$ cat config.mk
export PLATFORM = sky130hd
export DESIGN_NAME = eq_step_seq
export DESIGN_NICKNAME = d
export VERILOG_FILES = /design/src/rtl/eq_step_seq.sv
export SDC_FILE = /design/constraint.sdc
export NUM_CORES = 1
export LEC_CHECK = 0
export ABC_AREA = 1
export BUFFER_PORTS_ARGS = -buffer_cell sky130_fd_sc_hd__buf_2
export CORE_AREA = 2 2 63 76
export DETAILED_ROUTE_END_ITERATION = 7
export DIE_AREA = 0 0 65 78
export GPL_TIMING_DRIVEN = 0
export PLACE_DENSITY = 0.72
export SETUP_SLACK_MARGIN = 0.05
export SKIP_CTS_REPAIR_TIMING = 1
export SLEW_MARGIN = 25
export SYNTH_ARGS = -nofsm -noshare
export SYNTH_HDL_FRONTEND = slang
export SYNTH_SLANG_ARGS = --single-unit
$ cat constraint.sdc
create_clock -name clk -period 1.2 [get_ports clk]
set_input_delay 0.24 -clock clk [delete_from_list [all_inputs] [get_ports clk]]
set_output_delay 0.24 -clock clk [all_outputs]
set_load 0.01 [all_outputs]
$ cat src/rtl/eq_step_seq.sv
module eq_step_seq #(
  parameter int LANES = 4,
  parameter int AW    = 2,
  parameter int DW    = 32
) (
  input  logic             clk,
  input  logic             rst_n,
  input  logic             wr_en,
  input  logic [AW-1:0]    wr_addr,
  input  logic [DW-1:0]    wr_data,
  input  logic [AW-1:0]    rd_addr,
  output logic [DW-1:0]    rd_data,
  input  logic [LANES-1:0] ctle_done,
  input  logic [LANES-1:0] txeq_done,
  output logic [LANES-1:0] ctle_start,
  output logic [LANES-1:0] txeq_start,
  output logic [LANES-1:0] train_done,
  output logic             partner_cmd_sw,
  output logic             local_coef_sw
);
  localparam logic [AW-1:0] A_CFG = AW'(0);
  localparam logic [AW-1:0] A_RST = AW'(1);
  localparam int CFG_W = 4;

  typedef enum logic [2:0] {S_IDLE, S_PRE, S_TXEQ, S_POST, S_DONE} st_t;

  logic [1:0] mode_q;
  logic       lp_ov_q, loc_ov_q;
  logic [LANES-1:0] restart;

  assign restart = (wr_en && wr_addr == A_RST) ? wr_data[LANES-1:0] : '0;

  always_ff @(posedge clk or negedge rst_n) begin
    if (!rst_n) begin
      mode_q   <= 2'b11;
      lp_ov_q  <= 1'b0;
      loc_ov_q <= 1'b0;
    end else if (wr_en && wr_addr == A_CFG) begin
      lp_ov_q  <= wr_data[0];
      loc_ov_q <= wr_data[1];
      mode_q   <= wr_data[3:2];
    end
  end

  assign rd_data = (rd_addr == A_CFG) ?
                   {{(DW-CFG_W){1'b0}}, mode_q, loc_ov_q, lp_ov_q} : '0;
  assign partner_cmd_sw = lp_ov_q;
  assign local_coef_sw  = loc_ov_q;

  for (genvar g = 0; g < LANES; g++) begin : g_lane
    st_t        st;
    logic [1:0] run_mode;
    logic       cs_q, ts_q;

    always_ff @(posedge clk or negedge rst_n) begin
      if (!rst_n) begin
        st       <= S_IDLE;
        run_mode <= 2'b11;
        cs_q     <= 1'b0;
        ts_q     <= 1'b0;
      end else begin
        cs_q <= 1'b0;
        ts_q <= 1'b0;
        if (restart[g]) begin
          st <= S_IDLE;
        end else begin
          case (st)
            S_IDLE: begin
              run_mode <= mode_q;
              if (mode_q[0]) begin
                st   <= S_PRE;
                cs_q <= 1'b1;
              end else begin
                st   <= S_TXEQ;
                ts_q <= 1'b1;
              end
            end
            S_PRE: if (ctle_done[g]) begin
              st   <= S_TXEQ;
              ts_q <= 1'b1;
            end
            S_TXEQ: if (txeq_done[g]) begin
              if (run_mode[1]) begin
                st   <= S_POST;
                cs_q <= 1'b1;
              end else begin
                st <= S_DONE;
              end
            end
            S_POST: if (ctle_done[g]) st <= S_DONE;
            default: st <= S_DONE;
          endcase
        end
      end
    end

    assign ctle_start[g] = cs_q;
    assign txeq_start[g] = ts_q;
    assign train_done[g] = (st == S_DONE);
  end
endmodule


Yosys cells after proc, flatten, opt, wreduce, memory -nomap -nowiden:

Cells that the tools add are included.

* word-level logic and storage cells: 125
* bits of input ports: 47
* flip-flop bits (word level): 32

* bitwise gates (word level): 4
* multiplexer cells: 57
* equality and inequality tests: 29
* reduce and logical (&&, ||, !) cells: 16

Operators by type and width (count)
* $mux W3: 20
* $pmux W3 S4: 4
* $ne A3 B3 Y1 const B: 12
* $eq A3 B2 Y1 const B: 8
* $mux W1: 22
* $pmux W1 S2: 8
* $eq A3 B1 Y1 const B: 4
* $eq A3 B3 Y1 const B: 4
* $logic_not A3 Y1: 4
* $reduce_and A3 Y1: 4
* $mux W4: 2
* $reduce_and A2 Y1: 4
* $logic_not A2 Y1: 2
* $not A1 Y1: 4
* $eq A2 B1 Y1 const B: 1
* $logic_and A1 B1 Y1: 2
* $mux W2: 1

Logic depth before layout (Yosys ltp):

* depth in word-level cells: 5
* depth in mapped cells: 8
* mapped depth without buffers: 7

Worst setup path after synthesis:

OpenSTA, ideal clock, no wires.

* path type: reg2reg
* start: reg mode_q[0]
* end: reg g_lane[1].st[1]
* required time: 1082 ps
* setup slack: 88 ps
* cell stages (with the launch flop): 6
* setup time: 118 ps
* period minus slack after synthesis: 1112 ps
* arrival time: 994 ps
* cell sequence: dfstp_2 inv_2 o21ai_0 nand2_1 nand3_1 nand2_1

* word-level cells in the longest chain between the ends: 3

RTL lines
* start, declared: line 27 `logic [1:0] mode_q;`
* start signal, assigned: line 41 `mode_q <= wr_data[3:2];`
* $mux W2: line 70 `if (mode_q[0]) begin`
* $pmux W3 S4: line 67 `case (st)`
* $mux W3: line 64 `if (restart[g]) begin`
* end signal, assigned: line 65 `st <= S_IDLE;`
* end signal, assigned: line 71 `st <= S_PRE;`
* end signal, assigned: line 74 `st <= S_TXEQ;`
* end, declared: line 51 `st_t st;`

No other way between the ends.
A chain may end at the register's enable or synchronous reset.

Worst setup path in the final report:

* start: reg mode_q[0]
* end: out rd_data[2]

* word-level cells in the longest chain between the ends: 1

RTL lines
* $mux W4: line 45 `assign rd_data = (rd_addr == A_CFG) ?`
* end, declared: line 12 `output logic [DW-1:0] rd_data,`

No other way between the ends.

==> flow_summary.yaml <==
timing:
  rsz0062_at_grt: "yes"
  setup_viol: 8
  fmax_mhz: 721
  slew_headroom: 0.588
  fin_skew_ns: 0.00316
  drv_slew: 0
  fin_ws_ns: -0.187
  post-route-period-util: 1.16
  hold_viol: 22
  holdWs_ns: -0.0293
  period_minus_slack_ns: 1.39
  worst_pin_slew_ns: 0.618
  finalSetupTns_ns: -0.638
finish:
  synthToLayoutAreaGrowth_pct: 36.0
  seqCellArea_sq_um: 716
  drive_gt1_frac: 0.402
  fin_nets: 389
  multi_input_area_sq_um: 886
  fillers: 430
  diodes: 0
synthesis:
  yosysMostFrequentCell: "nand2_1"
  yosys.area.top_type: "dfrtp_1"
  postSynthCellCount: 261
  synth.distinct_cells: 20
  yosys-top-cells-area: "dfrtp_1 (30%), buf_4 (15%), nand2_1 (12%), dfstp_2 (8.5%), nor2_1 (7.7%)"
  synth_top_area_frac: 0.298
  ys_seq_area_frac: 0.384
  synth_area_sq_um: 1850
  ys_ff_latch: 28
  synth_edf_count: 0
  yosysWarnings: 0
  syn_area_per_cell_sq_um: 7.07
  async_flop_share: 1.00
  synth_commonest_cells: "nand2_1 (59), nor2_1 (38), buf_4 (36)"
  synthFlopType: "dfrtp_1"
grt:
  grt_max_degree: 29
  grt_pass1_wl_mm: 6.05
  antenna_found_initial: 0
  grt_overflow: 0
  grt_pass1_vias: 1495
  track_usage: 0.148
die:
  die_y_microns: 78
  pin_count: 93
  die_w_microns: 65
  num_rows: 26
  coreArea_sq_um: 4260
  die_area_sq_um: 5070
  initial_utilization: 0.433
setup_path:
  worstPathRequired_ns: 0.96
  critical_path.endpoint_type: "output port"
  cp_max_fo: 8
  cp-start-kind: "flip-flop"
  path_buf_inv: 2
  max_stage_delay_ns: 0.58
  crit_family: "flip-flops"
  arrival_ns: 1.15
  cp_slowest_cell: "dfstp_2"
  crit_path_cell_trace: "inv_4 > nor2_2 > buf_2"
  crit_type: "flip-flop to output port"
drt:
  wl_met3_microns: 307
  top_layer_used: "met4"
  drt-met1-wl_mm: 1.65
  routedWlPerCell_microns: 10.0
  firstDrtPassIters: 4
  ant_nets: 0
  wl_met2_mm: 1.93
  vias_per_cell: 4.46
  first_iter_violations: 72
  route.detailed.drc: 0
  postRouteWirelength_mm: 3.98
  vias: 1772
pwr:
  ir_drop_v: 0.000759
  powerDensity_nw_per_um2: 2100
  total_power_mw: 5.27
  p_leak_nw: 1.46
cts:
  cts_max_level: 1
  cts_tree: "built"
  path_clk_slew_ns: 0.10
  cts-root-buf: "clkbuf_8"
  cts.sinks: 28
  clk_latency_ns: 0.27
  cts_buffers: 3
  cts_max_path_buffers: 2
placement:
  dp_hpwl_mm: 2.87
  io_buffer_count: 36
  post-place-ws_ns: -0.0965
  gp_congestion: 0.844
min_path:
  hp-class: "input port to asynchronous set/reset pin"
status:
  violations: "negative hold slack, negative setup slack"
  outcome: "finished, violations left"
job:
  cap_violations: 0
[sequential cells by signal, summed over array words and instances (netlist names)]
register,count
g_lane.cs_q,4
g_lane.run_mode,4
g_lane.st,12
g_lane.ts_q,4
local_coef_sw,1
mode_q,2
partner_cmd_sw,1
[cell families after synthesis]
| logic type | count (synthesis) | synth area share |
|---|---|---|
| flops | 28 | 0.384 |
| simple gates | 136 | 0.317 |
| compound gates | 22 | 0.0610 |
| other cells | 1 | 0.00203 |
| buf+inv | 74 | 0.237 |
[worst paths after layout]
path | start | endpoint | slack [ns] | cells past startpoint
min reg2reg | g_lane[3].run_mode[1] | g_lane[3].run_mode[1] | 0.49 | 2
min | rst_n | g_lane[1].ts_q | -0.03 | 1
min in group clk | ctle_done[2] | g_lane[2].ts_q | 0.19 | 2
max reg2reg | mode_q[0] | g_lane[3].st[1] | -0.02 | 5
max | mode_q[0] | rd_data[2] | -0.19 | 3
max in group asynchronous | rst_n | g_lane[2].st[0] | 0.78 | 1
[routing by layer]
metal	vias to the layer above	global-route usage
met4	0	0.0723
li1	915	-
met2	74	0.253
met3	8	0.0116
met5	-	0
met1	775	0.185
[final cells by class]
class | instances | area share
buffer | 38 | 0.120
clock buffer | 4 | 0.0219
inverter | 34 | 0.0528
multi-input combinational | 186 | 0.353
sequential | 28 | 0.285
tap | 56 | 0.0279
timing repair buffer | 51 | 0.140
[stage by stage]
stage | utilization | hold slack (ns) | instance area (sq um) | cells
global route | 0.589 | 0.0232 | 2510 | 397
floorplan | - | -0.0556 | 1950 | 288
CTS | 0.528 | -0.00175 | 2250 | 384
global placement | 0.516 | 0.294 | 2200 | 380
finish | 0.589 | -0.0293 | 2510 | 397
detailed placement | 0.516 | 0.297 | 2200 | 380
[placed cells by master, fill, tap and decap left out, drive strengths merged]
cell    instances
dfrtp          22
or2             1
inv            34
a21oi           9
dfstp           6
nand3          20
clkbuf          4
nor3            8
o21a            1
nand2          59
buf            89
nand4           7
conb           28
nand3b          1
o21ai          12
nor2           40
[report_power, final]
part | switching, mW | total [mW] | leakage (nW) | internal, mW
clock | 0.286 | 0.579 | 0.0288 | 0.293
combinational | 1.56 | 2.99 | 1.10 | 1.42
sequential | 0.301 | 1.71 | 0.334 | 1.41
[worst reg2reg max path, cell delays in order, from the launching register on]
cell	delay, ns
dfstp_2	0.58
inv_4	0.07
o21ai_0	0.22
nand2_1	0.10
nand3_1	0.09
nand2_1	0.06
Note: power is estimated with default switching activity, not from simulation.
